==> src/rtl/cmdseq_pkg.sv <==
package cmdseq_pkg;
  typedef enum logic [2:0] {
    SEL_OWN = 3'd0, SEL_DEST = 3'd1, SEL_LUN = 3'd2, SEL_TC_H = 3'd3,
    SEL_TC_M = 3'd4, SEL_TC_L = 3'd5, SEL_CMD = 3'd6, SEL_NONE = 3'd7
  } host_sel_e;

  typedef enum logic [1:0] {
    PH_EXEC = 2'd0, PH_DIN = 2'd1, PH_DOUT = 2'd2, PH_STAT = 2'd3
  } tgt_phase_e;

  typedef enum logic [2:0] {
    ST_FREE, ST_START, ST_EXEC, ST_DIN, ST_DOUT, ST_RELOAD
  } seq_state_e;

  typedef enum logic [2:0] {
    OP_NONE, OP_RESET, OP_DISC, OP_SELECT, OP_SEL_XFER
  } op_e;

  localparam logic [7:0] CMD_RESET    = 8'h00;
  localparam logic [7:0] CMD_DISC     = 8'h04;
  localparam logic [7:0] CMD_SEL_ATN  = 8'h06;
  localparam logic [7:0] CMD_SEL      = 8'h07;
  localparam logic [7:0] CMD_SELX_ATN = 8'h08;
  localparam logic [7:0] CMD_SELX     = 8'h09;

  localparam logic [7:0] STS_RESET     = 8'h00;
  localparam logic [7:0] STS_RESET_ADV = 8'h01;
  localparam logic [7:0] STS_XFER_END  = 8'h16;
  localparam logic [7:0] STS_SEL_TMO   = 8'h42;

  localparam int AUX_INT = 7;
  localparam int AUX_BSY = 5;
  localparam int AUX_CIP = 4;
  localparam int AUX_DBR = 0;

  localparam logic [7:0] AUX_IDLE = 8'h80;
  localparam logic [7:0] AUX_RUN  = 8'h30;
  localparam logic [7:0] AUX_DATA = 8'h31;

  localparam logic [7:0] IDENT_FLAG = 8'h80;
endpackage

==> src/rtl/cmdseq_decode.sv <==
module cmdseq_decode
  import cmdseq_pkg::*;
(
  input  logic [7:0] code,
  output op_e        op,
  output logic       atn
);
  always_comb begin
    op  = OP_NONE;
    atn = 1'b0;
    case (code)
      CMD_RESET:    op = OP_RESET;
      CMD_DISC:     op = OP_DISC;
      CMD_SEL_ATN:  begin op = OP_SELECT; atn = 1'b1; end
      CMD_SEL:      op = OP_SELECT;
      CMD_SELX_ATN: begin op = OP_SEL_XFER; atn = 1'b1; end
      CMD_SELX:     op = OP_SEL_XFER;
      default:      op = OP_NONE;
    endcase
  end
endmodule

==> src/rtl/cmdseq_xfer_count.sv <==
module cmdseq_xfer_count #(
  parameter int W  = 24,
  localparam int NB = W / 8,
  localparam int LW = (NB > 1) ? $clog2(NB) : 1
) (
  input  logic          clk,
  input  logic          rst_n,
  input  logic          clear,
  input  logic          wr_en,
  input  logic [LW-1:0] wr_idx,
  input  logic [7:0]    wr_byte,
  input  logic          dec,
  output logic [W-1:0]  count
);
  logic [W-1:0] merged;

  for (genvar b = 0; b < NB; b++) begin : g_lane
    assign merged[b*8 +: 8] = (wr_en && wr_idx == LW'(b)) ? wr_byte : count[b*8 +: 8];
  end

  always_ff @(posedge clk or negedge rst_n) begin
    if (!rst_n)     count <= '0;
    else if (clear) count <= '0;
    else            count <= merged - W'(dec);
  end

  assert_dec_R9: assert property (@(posedge clk) disable iff (!rst_n)
    (dec && !wr_en && !clear) |=> count == W'($past(count) - 1'b1));

  assert_merge_dec_R13: assert property (@(posedge clk) disable iff (!rst_n)
    (dec && wr_en && !clear && wr_idx == '0)
      |=> count == W'({$past(count[W-1:8]), $past(wr_byte)} - 1'b1));
endmodule

==> src/rtl/cmdseq_blk_count.sv <==
module cmdseq_blk_count #(
  parameter int W = 16
) (
  input  logic         clk,
  input  logic         rst_n,
  input  logic         load,
  input  logic [W-1:0] load_val,
  input  logic         dec,
  output logic         last
);
  logic [W-1:0] count;

  always_ff @(posedge clk or negedge rst_n) begin
    if (!rst_n)    count <= '0;
    else if (load) count <= load_val;
    else if (dec)  count <= count - 1'b1;
  end

  assign last = (count == W'(1));

  assert_blk_nonzero_R10: assert property (@(posedge clk) disable iff (!rst_n)
    dec |-> count != '0);
endmodule

==> src/rtl/cmdseq_byte_route.sv <==
module cmdseq_byte_route #(
  parameter int DW = 8
) (
  input  logic          clk,
  input  logic          rst_n,
  input  logic          din_en,
  input  logic          dout_en,
  input  logic          tgt_rx_valid,
  output logic          tgt_rx_ready,
  input  logic [DW-1:0] tgt_rx_data,
  output logic          hd_out_valid,
  input  logic          hd_out_ready,
  output logic [DW-1:0] hd_out_data,
  input  logic          hd_in_valid,
  output logic          hd_in_ready,
  input  logic [DW-1:0] hd_in_data,
  output logic          tgt_tx_valid,
  input  logic          tgt_tx_ready,
  output logic [DW-1:0] tgt_tx_data,
  output logic          moved
);
  assign hd_out_valid = din_en & tgt_rx_valid;
  assign tgt_rx_ready = din_en & hd_out_ready;
  assign hd_out_data  = tgt_rx_data;
  assign tgt_tx_valid = dout_en & hd_in_valid;
  assign hd_in_ready  = dout_en & tgt_tx_ready;
  assign tgt_tx_data  = hd_in_data;
  assign moved = (hd_out_valid & hd_out_ready) | (tgt_tx_valid & tgt_tx_ready);

  assert_one_dir_R9: assert property (@(posedge clk) disable iff (!rst_n)
    moved |-> (din_en != dout_en));
endmodule

==> src/rtl/cmd_sequencer.sv <==
module cmd_sequencer
  import cmdseq_pkg::*;
#(
  parameter int DW    = 8,
  parameter int TC_W  = 24,
  parameter int BLK_W = 16,
  parameter int ID_W  = 3,
  localparam int NTGT = 1 << ID_W,
  localparam int NB   = TC_W / 8,
  localparam int LW   = (NB > 1) ? $clog2(NB) : 1
) (
  input  logic             clk,
  input  logic             rst_n,
  input  logic             host_we,
  input  logic [2:0]       host_sel,
  input  logic [7:0]       host_wdata,
  input  logic             hd_in_valid,
  output logic             hd_in_ready,
  input  logic [DW-1:0]    hd_in_data,
  output logic             hd_out_valid,
  input  logic             hd_out_ready,
  output logic [DW-1:0]    hd_out_data,
  output logic [7:0]       bus_status,
  output logic [7:0]       aux_status,
  output logic [TC_W-1:0]  xfer_count,
  output logic [7:0]       lun_value,
  input  logic [NTGT-1:0]  tgt_sel_ok,
  input  logic             tgt_busy,
  output logic             tgt_start,
  output logic [ID_W-1:0]  tgt_id,
  output logic             tgt_msg_valid,
  output logic [7:0]       tgt_msg_data,
  input  logic [1:0]       tgt_phase,
  input  logic [7:0]       tgt_status,
  input  logic [BLK_W-1:0] tgt_blk_count,
  input  logic             tgt_blk_valid,
  input  logic             tgt_rx_valid,
  output logic             tgt_rx_ready,
  input  logic [DW-1:0]    tgt_rx_data,
  output logic             tgt_tx_valid,
  input  logic             tgt_tx_ready,
  output logic [DW-1:0]    tgt_tx_data
);
  localparam int OWN_ADV_BIT = 3;

  seq_state_e      st_q;
  logic            own_adv_q, dir_out_q, atn_q;
  logic [ID_W-1:0] dst_q, tid_q;
  logic [7:0]      lun_q, status_q, aux_q;

  host_sel_e  hsel;
  tgt_phase_e ph;
  op_e        op;
  logic       atn, cmd_we, cmd_go, sel_ok, finish, moved, blk_last;
  logic       blk_load, tc_clear, tc_we, data_ph;
  logic [LW-1:0] tc_lane;

  assign hsel    = host_sel_e'(host_sel);
  assign ph      = tgt_phase_e'(tgt_phase);
  assign cmd_we  = host_we && hsel == SEL_CMD;
  assign cmd_go  = cmd_we && !aux_q[AUX_CIP];
  assign sel_ok  = !tgt_busy && tgt_sel_ok[dst_q];
  assign data_ph = (ph == PH_DIN) || (ph == PH_DOUT);

  cmdseq_decode u_dec (.code(host_wdata), .op(op), .atn(atn));

  always_comb begin
    case (st_q)
      ST_START, ST_EXEC: finish = (ph == PH_STAT);
      ST_RELOAD:         finish = tgt_blk_valid && tgt_blk_count == '0;
      default:           finish = 1'b0;
    endcase
  end

  assign blk_load = ((st_q == ST_START || st_q == ST_EXEC) && data_ph) ||
                    (st_q == ST_RELOAD && tgt_blk_valid && tgt_blk_count != '0);

  assign tc_clear = finish ||
    (cmd_go && (op == OP_RESET || op == OP_DISC || op == OP_SELECT ||
                (op == OP_SEL_XFER && !sel_ok)));

  assign tc_we = host_we && (hsel == SEL_TC_H || hsel == SEL_TC_M || hsel == SEL_TC_L);

  always_comb begin
    case (hsel)
      SEL_TC_L: tc_lane = LW'(0);
      SEL_TC_M: tc_lane = LW'(1);
      default:  tc_lane = LW'(2);
    endcase
  end

  cmdseq_xfer_count #(.W(TC_W)) u_tc (
    .clk(clk), .rst_n(rst_n), .clear(tc_clear), .wr_en(tc_we),
    .wr_idx(tc_lane), .wr_byte(host_wdata), .dec(moved), .count(xfer_count)
  );

  cmdseq_blk_count #(.W(BLK_W)) u_blk (
    .clk(clk), .rst_n(rst_n), .load(blk_load), .load_val(tgt_blk_count),
    .dec(moved), .last(blk_last)
  );

  cmdseq_byte_route #(.DW(DW)) u_route (
    .clk(clk), .rst_n(rst_n),
    .din_en(st_q == ST_DIN), .dout_en(st_q == ST_DOUT),
    .tgt_rx_valid(tgt_rx_valid), .tgt_rx_ready(tgt_rx_ready), .tgt_rx_data(tgt_rx_data),
    .hd_out_valid(hd_out_valid), .hd_out_ready(hd_out_ready), .hd_out_data(hd_out_data),
    .hd_in_valid(hd_in_valid), .hd_in_ready(hd_in_ready), .hd_in_data(hd_in_data),
    .tgt_tx_valid(tgt_tx_valid), .tgt_tx_ready(tgt_tx_ready), .tgt_tx_data(tgt_tx_data),
    .moved(moved)
  );

  always_ff @(posedge clk or negedge rst_n) begin
    if (!rst_n) begin
      st_q      <= ST_FREE;
      own_adv_q <= 1'b0;
      dir_out_q <= 1'b0;
      atn_q     <= 1'b0;
      dst_q     <= '0;
      tid_q     <= '0;
      lun_q     <= '0;
      status_q  <= STS_RESET;
      aux_q     <= AUX_IDLE;
    end else begin
      if (host_we) begin
        case (hsel)
          SEL_OWN:  own_adv_q <= host_wdata[OWN_ADV_BIT];
          SEL_DEST: dst_q     <= host_wdata[ID_W-1:0];
          SEL_LUN:  lun_q     <= host_wdata;
          default:  ;
        endcase
      end
      if (cmd_go) begin
        case (op)
          OP_RESET: begin
            dst_q    <= '0;
            lun_q    <= '0;
            status_q <= own_adv_q ? STS_RESET_ADV : STS_RESET;
          end
          OP_SELECT: begin
            tid_q    <= dst_q;
            status_q <= STS_SEL_TMO;
            aux_q    <= AUX_IDLE;
          end
          OP_SEL_XFER: begin
            tid_q <= dst_q;
            atn_q <= atn;
            if (sel_ok) begin
              aux_q <= AUX_RUN;
              st_q  <= ST_START;
            end else begin
              status_q <= STS_SEL_TMO;
              aux_q    <= AUX_IDLE;
            end
          end
          default: ;
        endcase
      end
      case (st_q)
        ST_START, ST_EXEC: begin
          if (data_ph) begin
            aux_q     <= AUX_DATA;
            dir_out_q <= (ph == PH_DOUT);
            if (tgt_blk_count == '0) st_q <= ST_RELOAD;
            else st_q <= (ph == PH_DOUT) ? ST_DOUT : ST_DIN;
          end else if (ph == PH_EXEC) begin
            st_q <= ST_EXEC;
          end
        end
        ST_DIN, ST_DOUT: if (moved && blk_last) st_q <= ST_RELOAD;
        ST_RELOAD: if (tgt_blk_valid && tgt_blk_count != '0)
                     st_q <= dir_out_q ? ST_DOUT : ST_DIN;
        default: ;
      endcase
      if (finish) begin
        lun_q    <= tgt_status;
        status_q <= STS_XFER_END;
        aux_q    <= AUX_IDLE;
        st_q     <= ST_FREE;
      end
    end
  end

  assign bus_status    = status_q;
  assign aux_status    = aux_q;
  assign lun_value     = lun_q;
  assign tgt_id        = tid_q;
  assign tgt_start     = (st_q == ST_START);
  assign tgt_msg_valid = (st_q == ST_START) && atn_q;
  assign tgt_msg_data  = lun_q | IDENT_FLAG;

  assert_reset_vals_R1: assert property (@(posedge clk) disable iff (!rst_n)
    $rose(rst_n) |-> (aux_q == AUX_IDLE && status_q == STS_RESET && lun_q == '0));

  assert_cip_ignore_R2: assert property (@(posedge clk) disable iff (!rst_n)
    (cmd_we && aux_q[AUX_CIP] && !finish) |=> ($stable(status_q) && $stable(tid_q)));

  assert_sel_tmo_R5: assert property (@(posedge clk) disable iff (!rst_n)
    (cmd_go && op == OP_SELECT) |=> (status_q == STS_SEL_TMO && aux_q == AUX_IDLE));

  assert_selx_fail_R6: assert property (@(posedge clk) disable iff (!rst_n)
    (cmd_go && op == OP_SEL_XFER && !sel_ok) |=> (status_q == STS_SEL_TMO && !tgt_start));

  assert_ident_R7: assert property (@(posedge clk) disable iff (!rst_n)
    tgt_msg_valid |-> (tgt_start && tgt_msg_data[7]));

  assert_end_R11: assert property (@(posedge clk) disable iff (!rst_n)
    finish |=> (status_q == STS_XFER_END && aux_q == AUX_IDLE && xfer_count == '0));

  assert_unsup_R12: assert property (@(posedge clk) disable iff (!rst_n)
    (cmd_go && op == OP_NONE && st_q == ST_FREE) |=> ($stable(status_q) && $stable(aux_q)));
endmodule

==> config.mk <==
export PLATFORM = sky130hd
export DESIGN_NAME = cmd_sequencer
export DESIGN_NICKNAME = d
export VERILOG_FILES = /design/src/rtl/cmdseq_pkg.sv /design/src/rtl/cmdseq_decode.sv /design/src/rtl/cmdseq_xfer_count.sv /design/src/rtl/cmdseq_blk_count.sv /design/src/rtl/cmdseq_byte_route.sv /design/src/rtl/cmd_sequencer.sv
export SDC_FILE = /design/constraint.sdc
export NUM_CORES = 1
export LEC_CHECK = 0
export ABC_CLOCK_PERIOD_IN_PS = 3030
export CAP_MARGIN = 5
export CORE_MARGIN = 1
export CORE_UTILIZATION = 58
export DETAILED_ROUTE_END_ITERATION = 10
export DONT_BUFFER_PORTS = 1
export HOLD_SLACK_MARGIN = 0.06
export PLACE_DENSITY_LB_ADDON = 0.3
export SYNTH_ARGS = -nofsm -noshare
export SYNTH_HDL_FRONTEND = slang
export SYNTH_HIERARCHICAL = 1
export SYNTH_SLANG_ARGS = --single-unit
==> constraint.sdc <==
create_clock -name clk -period 3.03 [get_ports clk]
set_input_delay 0.4545 -clock clk [delete_from_list [all_inputs] [get_ports clk]]
set_output_delay 0.4545 -clock clk [all_outputs]
set_load 0.1 [all_outputs]
# Word level (Yosys, flattened, before mapping)
# Index checks and enable logic that the tools add are counted.
[classes]
n_addsub = 2
mul = 0
div_mod_pow = 0
order_cmp = 1
n_eq_ne = 27
shift = 0
muxes = 44
bitwise = 7
n_reduce_logical = 48
[op_table]
columns = ["operator", "n"]
rows = [
  ["8-bit two-way mux", 16],
  ["3-bit two-way mux", 15],
  ["16-bit two-way mux", 2],
  ["8-bit by 3-bit equality test with 1-bit output, second input constant", 3],
  ["24-bit two-way mux", 1],
  ["8-bit case mux with 3 select lines", 1],
  ["24-bit by 1-bit subtractor with 24-bit output", 1],
  ["3-bit by 2-bit equality test with 1-bit output, second input constant", 6],
  ["3-bit equality test, second input constant", 6],
  ["16-bit by 1-bit equality test with 1-bit output, second input constant", 1],
  ["8-bit by 4-bit equality test with 1-bit output, second input constant", 2],
  ["1-bit logical AND", 16],
  ["16-bit logical NOT", 1],
  ["8-bit case mux with 2 select lines", 1],
  ["16-bit nonzero test", 1],
  ["16-bit by 1-bit subtractor with 16-bit output, second input constant", 1],
  ["3-bit case mux with 4 select lines", 1],
  ["2-bit OR reduction", 6],
  ["3-bit by 1-bit equality test with 1-bit output, second input constant", 3],
  ["1-bit logical OR", 9],
  ["3-bit case mux with 3 select lines", 1],
  ["8-bit logical NOT", 1],
  ["2-bit AND reduction", 4],
  ["1-bit bitwise AND", 6],
  ["15 further kinds", 24],
]
[word_totals]
reg_bits = 76
latch_bits = 0
ram_bits = 0
mem_bits_ro = 0
output_inout_bits = 81
word_cells = 140
mem_count = 0

# Longest topological paths before layout
# Gate-level depths: netlist of the first run.
[logic_depth]
ltp_word = 10
ltp_mapped = 14
mapped_depth_nobuf = 12

# Cells and area by module
# The synthesis of the first run kept the hierarchy.
[modules_own_cells]
columns = ["mod", "n_inst", "cells_each", "area_each_um2", "seq_area_each_um2"]
rows = [
  ["cmd_sequencer", 1, 213, 2016.9, 802.0],
  ["cmdseq_xfer_count", 1, 200, 1821.7, 600.6],
  ["cmdseq_blk_count", 1, 101, 920.9, 400.4],
  ["cmdseq_byte_route", 1, 21, 157.7, 0.0],
  ["cmdseq_decode", 1, 10, 77.6, 0.0],
]

# Least setup slack after synthesis of the first run
# Ideal clock, no wire load.
[synth_timing]
kind = "register to output"
from = "register st_q[2]"
to = "output port tgt_msg_valid"
arrival_ns = 3.667
path_slack_ns = -1.092
stages_incl_launch_ff = 4
n_path_buf = 1
path_cell_list = "dfrtp_1 -> buf_1 -> nor3_1 -> and2_1"
[synth_via]
elab_chain_len = 2
[synth_rtl]
columns = ["item", "line", "rtl"]
rows = [
  ["start: declaration", "cmd_sequencer.sv:46", "seq_state_e st_q;"],
  ["start signal: assignment", "cmd_sequencer.sv:164", "else st_q <= (ph == PH_DOUT) ? ST_DOUT : ST_DIN;"],
  ["start signal: assignment", "cmd_sequencer.sv:171", "st_q <= dir_out_q ? ST_DOUT : ST_DIN;"],
  ["3-bit by 1-bit equality test with 1-bit output", "--", ""],
  ["named net tgt_start", "cmd_sequencer.sv:29", "output logic tgt_start,"],
  ["1-bit logical AND", "cmd_sequencer.sv:188", "assign tgt_msg_valid = (st_q == ST_START) && atn_q;"],
  ["end: declaration", "cmd_sequencer.sv:31", "output logic tgt_msg_valid,"],
]
# The timed path passes the listed nets, and every way through them passes these cells.

# Worst setup path after layout of the first run
[layout_timing]
from = "register st_q[1]"
to = "register u_tc.count[22]"
[layout_via]
elab_chain_len = 6
elab_cells_between_ends = 15
cone_classes = "add/sub: 1; eq/ne: 5; mux: 2; bitwise: 5; reduce/logical: 2"
[layout_rtl]
columns = ["item", "line", "rtl"]
rows = [
  ["3-bit by 2-bit equality test with 1-bit output or 3-bit equality test (tied branches)", "cmd_sequencer.sv:104", ".din_en(st_q == ST_DIN), .dout_en(st_q == ST_DOUT),"],
  ["1-bit bitwise AND, on equally long branches", "cmdseq_byte_route.sv:22, cmdseq_byte_route.sv:25", ""],
  ["1-bit bitwise AND", "cmdseq_byte_route.sv:28", "assign moved = (hd_out_valid & hd_out_ready) | (tgt_tx_valid & tgt_tx_ready);"],
  ["1-bit bitwise OR (*)", "cmdseq_byte_route.sv:28", ""],
  ["named net moved", "cmd_sequencer.sv:54", "logic atn, cmd_we, cmd_go, sel_ok, finish, moved, blk_last;"],
  ["24-bit by 1-bit subtractor with 24-bit output (*)", "cmdseq_xfer_count.sv:24", "else count <= merged - W'(dec);"],
  ["24-bit two-way mux (*)", "cmdseq_xfer_count.sv:23", "else if (clear) count <= '0;"],
  ["end signal: assignment", "cmdseq_xfer_count.sv:24", ""],
  ["end: declaration", "cmdseq_xfer_count.sv:13", "output logic [W-1:0] count"],
]
# The timed path passes the listed nets; every way through them passes the cells marked *.
# A chain may end at the register's enable or synchronous reset.

==> metrics.csv, run 1 <==
metric,value,unit
status,finished clean,
maximum clock rate,359,MHz
# IOs,151,
Seq pwr share,42.1,%
port bufs,0,
post-layout minimum cycle time,2.78,ns
Final period util,91.9,%
clk slew on worst S/H paths,0.08,ns
"Slowest-stage cell, CP",a221oi_4,
n_diodes,0,
Compound-Gate Fraction of Synth Area,15.1,%
die area,0.00899,sq mm
leakage power,2.45,nW
Syn Inst Count,545,
vias in the first global route,4077,
synthesized area per cell,9.16,sq um
Total Wirelength,12300,um
largest net degree at the start of global routing,73,
Max Clock Skew,0.00777,ns
Simple-Gate Fraction of Synth Area,24.6,%
standard-cell rows,33,
final setup fails,0,
CTS root buf,clkbuf_8,
top cell type's share of synthesized area,35.6,%
number of synthesized flops with an enable pin,0,
Rel. slew slack,32.9,%
pre-CTS setup slack,0.0359,ns
Core ar.,0.00826,sq mm
"Primary FF master, synth",dfrtp_1,
max-slew violations,0,
Synthesis Warnings,6,
worst setup path class,reg2reg,
CTS tree,yes,
VDD IR max,784,uV
Tot GR Track Use,27.8,%
fin nets,635,
Sw Share,60.2,%
clock buffer count from CTS,9,
share of cells above drive strength 1,21.5,%
Routed Antenna Nets,0,
DR vias/cell,6.33,
asr flop ratio synth,100,%
Worst Tran Pin Value,1.01,ns
Layout area overhead,10.3,%
class of the most critical hold timing path,in2reg,
synthesis-stage register bit count,72,
Setup crit start kind,flip-flop,
Max clock buf depth,2,
Final Hold Fails,0,
max_cap viols,0,
synthesized-area fraction occupied by xor and xnor cells,5.09,%
cell with the most instances after synthesis,dfrtp_1,
crit-path max FO,7,
Synth area leader,dfrtp_1,
chip width,94.8,um
Internal,0.00271,W
"delay-heaviest family, CP",simple AND/OR/NAND/NOR gates,
"slowest stage delay, CP",0.47,ns
Post-CTS Setup Inserts,0,
largest family of logic cells by synthesized area,simple AND/OR/NAND/NOR gates,
Sink Count,72,
Critical Path Sink Type,flip-flop,
DR iter-0 viols,230,
routed via count,4226,
critical-path cell list,nand2b_1 > nor2_1 > and2_2 > a22o_1 > ha_2 > ha_1 > nor2b_1 > nand4_1 > a221oi_4 > a21oi_1 > nor3_1,
DRC errors left,0,
Starting Density,60.5,%
arrival time worst endpoint,3.04,ns
P_sw,0.00410,W
initial antenna violation count,0,
Placed Area,0.00527,sq mm
Bufs and invs on worst path,0,
commonest cells in the netlist,"71 x dfrtp_1, 50 x nor2_1, 40 x nand2_1, 34 x mux2i_1, 31 x buf_4",
Clk pwr share,11.5,%
routed len/inst,18.4,um
Clock Latency Late Sink,0.35,ns
synth unique cells,82,
H-tree levels,3,
Finished Core Util,66.7,%
Synth Area in Adders,1.95,%
required time of the worst setup path,3.29,ns
final worst slack,0.245,ns
RSZ-0062 raised after global routing,false,
hpwl dp,8860,um
Die Y,94.8,um
main area contributors after synthesis,"dfrtp_1 36%, mux2i_1 6.8%, buf_4 4.7%, nor2_1 3.8%, nand2_1 3.0%",
FILL cells,663,
grt ovf,0,
register area share after synthesis,36.1,%
share of total power in combinational logic,46.4,%
global-route wire length before repair,19300,um
Min Hold Slack,0.222,ns
gpl congestion,0.910,
Netlist Area Pre-Place,0.00499,sq mm
Pwr Density,1240,mW/mm^2
design area,0.00551,sq mm
fraction of synthesized area in multiplexers,9.29,%
DR pass1 iterations,5,
[cell type report]
class                   count  area [sq um]  area share, %
clock inverters             5          56.3           1.02
repair buffers             56           443           8.04
multi-input cells         407          2880           52.3
inverters                  12          45.0          0.817
flip-flops and latches     72          1810           32.9
well taps                 105           131           2.38
clock buffers              11           141           2.57
[kinds of logic after synthesis]
| logic type | count (synthesis) |
|---|---|
| AO/OA/AOI/OAI | 103 |
| XOR/XNOR | 29 |
| adder cells (fa/ha/maj) | 8 |
| buffers and inverters | 68 |
| flip-flops | 72 |
| multiplexers | 45 |
| other | 2 |
| AND/OR/NAND/NOR | 218 |
[flip-flops by register name, summed over array words and instances (netlist names)]
| signal | count |
|---|---|
| atn_q | 1 |
| tgt_id | 3 |
| u_tc/count | 24 |
| dir_out_q | 1 |
| st_q | 3 |
| aux_status | 8 |
| u_blk/count | 16 |
| bus_status | 4 |
| own_adv_q | 1 |
| lun_value | 8 |
| dst_q | 3 |
[power by group through the flow]
| stage | combinational [W] | sequential, W | clock, W |
|---|---|---|---|
| after global placement | 0.00303 | 0.00286 | 0 |
| after detailed placement | 0.00311 | 0.00288 | 0 |
| after global routing | 0.00340 | 0.00292 | 0.000842 |
| after CTS | 0.00315 | 0.00287 | 0.000799 |
| final | 0.00316 | 0.00287 | 0.000782 |
| after floorplan | 0.00217 | 0.00334 | 0 |
[final timing paths]
check | from | endpoint | slack, ns | cells past startpoint
min in group asynchronous | rst_n | u_tc/count[10] | 0.65 | 2
max in group asynchronous | rst_n | aux_status[7] | 2.05 | 2
setup reg to reg | st_q[1] | u_tc/count[22] | 0.25 | 11
hold / removal | tgt_status[3] | lun_value[3] | 0.22 | 2
setup / recovery | st_q[1] | u_tc/count[22] | 0.25 | 11
hold reg to reg | atn_q | atn_q | 0.55 | 1
[placed cells by master (no fill, tap or decap), drive strengths merged, types with 4 or more instances in the layout]
cell / netlist / final
or3: 8 / 8
or4: 5 / 5
and3: 7 / 7
nand3b: 6 / 6
or3b: 4 / 4
and2: 8 / 8
o32ai: 4 / 4
nor3b: 6 / 6
nand2: 40 / 40
o21ai: 20 / 20
clkbuf: 19 / 11
nand2b: 10 / 10
nor3: 25 / 25
nor2: 50 / 50
a21oi: 20 / 20
nor2b: 5 / 5
xnor2: 17 / 17
nand3: 8 / 8
o31ai: 11 / 11
ha: 7 / 7
mux2i: 34 / 34
nand4: 7 / 7
a21o: 4 / 4
nor4: 14 / 14
mux2: 11 / 11
buf: 37 / 55
xor2: 12 / 12
a221oi: 4 / 4
inv: 12 / 13
dfrtp: 71 / 71
a22oi: 4 / 4
conb: 2 / 4
[layer usage]
layer	global-route usage [%]	vias to the layer above	share of wire (%)
met3	6.12	26	6.9
met2	47.4	159	50
met5	0	-	0
met1	33.8	2057	41
met4	11.7	0	2.1
li1	-	1984	-
[metrics by stage]
step	total power, W	cells	TNS (ns)
after floorplan	0.00551	547	-2.62
after global placement	0.00589	650	0
after detailed placement	0.00599	650	0
after CTS	0.00681	668	0
after global routing	0.00717	668	0
final	0.00681	668	0
[timing repair]
action / 4_1_cts / 5_1_grt
hold buffers: 2 / 0
gates resized for setup: 0 / 1
endpoints found under the setup margin: 0 / 1
hold endpoints to repair: 72 / 0
Note: power is estimated with default switching activity, not from simulation.
==> run 2, diff against run 1 <==
ABC_CLOCK_PERIOD_IN_PS = 3500   (was 3030)
CORE_UTILIZATION = 65   (was 58)
clock period = 3.5 ns   (was 3.03 ns; I/O delays follow)
==> metrics.csv, run 2 (synthesis results as in run 1) <==
metric,value,unit,change
status,finished clean,,unchanged
Rel. slew slack,32.3,%,was 32.9%
"slowest stage delay, CP",0.59,ns,was 0.47 ns
largest net degree at the start of global routing,73,,unchanged
share of cells above drive strength 1,17.7,%,was 21.5%
final setup fails,0,,unchanged
initial antenna violation count,0,,unchanged
Bufs and invs on worst path,1,,was 0
Max Clock Skew,0.00952,ns,was 0.00777 ns
leakage power,2.32,nW,was 2.45 nW
Final period util,95.6,%,was 91.9%
Critical Path Sink Type,flip-flop,,unchanged
die area,0.00804,sq mm,was 0.00899 sq mm
Worst Tran Pin Value,1.02,ns,was 1.01 ns
clock buffer count from CTS,9,,unchanged
Layout area overhead,6.21,%,was 10.3%
port bufs,0,,unchanged
clk slew on worst S/H paths,0.08,ns,about the same
Total Wirelength,11900,um,was 12300 um
Final Hold Fails,0,,unchanged
vias in the first global route,3816,,was 4077
critical-path cell list,inv_1 > nor3_1 > and2_4 > a22o_1 > ha_2 > or4b_4 > nand3b_4 > a22oi_2 > nand4_1 > a21oi_1,,was nand2b_1 > nor2_1 > and2_2 > a22o_1 > ha_2 > ha_1 > nor2b_1 > nand4_1 > a221oi_4 > a21oi_1 > nor3_1
"commonest non-fill, non-tap cell in the layout",dfrtp_1,,unchanged
DR pass1 iterations,5,,unchanged
routing usage on met2,50.8,%,was 47.4%
max reg flops,24,,unchanged
DR vias/cell,6.59,,was 6.33
met3 Track Usage GR,4.94,%,was 6.12%
routed via count,4195,,was 4226
Sink Count,72,,unchanged
H-tree levels,3,,unchanged
standard-cell rows,31,,was 33
maximum clock rate,299,MHz,was 359 MHz
# IOs,151,,unchanged
Tot GR Track Use,29.4,%,was 27.8%
CTS root buf,clkbuf_8,,unchanged
Routed Antenna Nets,0,,unchanged
fin nets,610,,was 635
gpl congestion,0.924,,was 0.910
worst setup path class,reg2reg,,unchanged
Setup crit start kind,flip-flop,,unchanged
Clock Latency Late Sink,0.35,ns,about the same
max-slew violations,0,,unchanged
chip width,89.7,um,was 94.8 um
Max clock buf depth,2,,unchanged
"Slowest-stage cell, CP",dfrtp_1,,was a221oi_4
Top Usage Layer GRT,met2,,unchanged
post-layout minimum cycle time,3.35,ns,was 2.78 ns
setup_tns,0,ns,unchanged
crit-path max FO,10,,was 7
most frequent cells in the layout,"63 x dfrtp_1, 50 x nor2_1, 40 x nand2_1",,"was 63 x dfrtp_1, 54 x buf_4, 50 x nor2_1"
class of the most critical hold timing path,in2async,,was in2reg
Largest Register,u_tc/count,,unchanged
hpwl dp,8570,um,was 8860 um
RSZ-0062 raised after global routing,false,,unchanged
Min Hold Slack,0.0577,ns,was 0.222 ns
DR iter-0 viols,283,,was 230
grt ovf,0,,unchanged
met1 usage,36.6,%,was 33.8%
Core ar.,0.00733,sq mm,was 0.00826 sq mm
CTS tree,yes,,unchanged
biggest regs,"u_tc/count x24, u_blk/count x16",,unchanged
n_diodes,0,,unchanged
Die Y,89.7,um,was 94.8 um
max_cap viols,0,,unchanged
Post-CTS Setup Inserts,0,,unchanged
Pwr Density,1090,mW/mm^2,was 1240 mW/mm^2
Tot Pwr,0.00580,W,was 0.00681 W
arrival time worst endpoint,3.62,ns,was 3.04 ns
required time of the worst setup path,3.78,ns,was 3.29 ns
routed len/inst,18.6,um,was 18.4 um
DRC errors left,0,,unchanged
VDD IR max,503,uV,was 784 uV
Starting Density,68.1,%,was 60.5%
global-route wire length before repair,18000,um,was 19300 um
"delay-heaviest family, CP",simple AND/OR/NAND/NOR gates,,unchanged
[run 2: what timing repair did]
action | in CTS | in global routing
endpoints found under the hold margin | 72 | 0
hold buffers | 1 | 0
gates resized for setup | 0 | 1
setup endpoints to repair | 0 | 2
[run 2: report_power, final]
| group | switching (W) | total, W | leakage, nW | internal [W] |
|---|---|---|---|---|
| Clock | 0.000326 | 0.000692 | 0.101 | 0.000366 |
| Combinational | 0.00151 | 0.00227 | 1.32 | 0.000759 |
| Sequential | 0.00169 | 0.00284 | 0.902 | 0.00115 |
[run 2: path summary, 6_finish.rpt]
path / start / endpoint / slack [ns] / cells after the start
hold reg to reg: atn_q / atn_q / 0.51 / 1
max in group asynchronous: rst_n / aux_status[7] / 3.11 / 1
min in group clk: tgt_status[5] / lun_value[5] / 0.29 / 2
setup reg to reg: st_q[1] / u_tc/count[17] / 0.15 / 10
setup / recovery: st_q[1] / u_tc/count[17] / 0.15 / 10
hold / removal: rst_n / u_tc/count[9] / 0.06 / 1
[run 2: through the flow]
stage          worst slack [ns]  std cells  util [%]  instance area [sq um]
2_1_floorplan            0.0302        547         -                   5040
6_report                  0.154        637      72.4                   5310
3_5_place_dp             0.0484        620      69.0                   5060
3_3_place_gp              0.191        620      69.0                   5060
4_1_cts                   0.229        637      72.2                   5290
5_1_grt                 0.00946        637      72.4                   5310
[run 2: layout make-up]
class	count	area [sq um]
Clock buffer	11	151
Clock inverter	5	55.1
Fill cell	537	2030
Inverter	12	45.0
Multi-Input combinational cell	407	2860
Sequential cell	72	1810
Tap cell	99	124
Timing Repair Buffer	31	253
[run 2: layer usage]
metal | vias up | part of all wire, %
met4 | 0 | 2.0
li1 | 1941 | -
met5 | - | 0
met1 | 2022 | 41
met2 | 203 | 49
met3 | 29 | 7.8
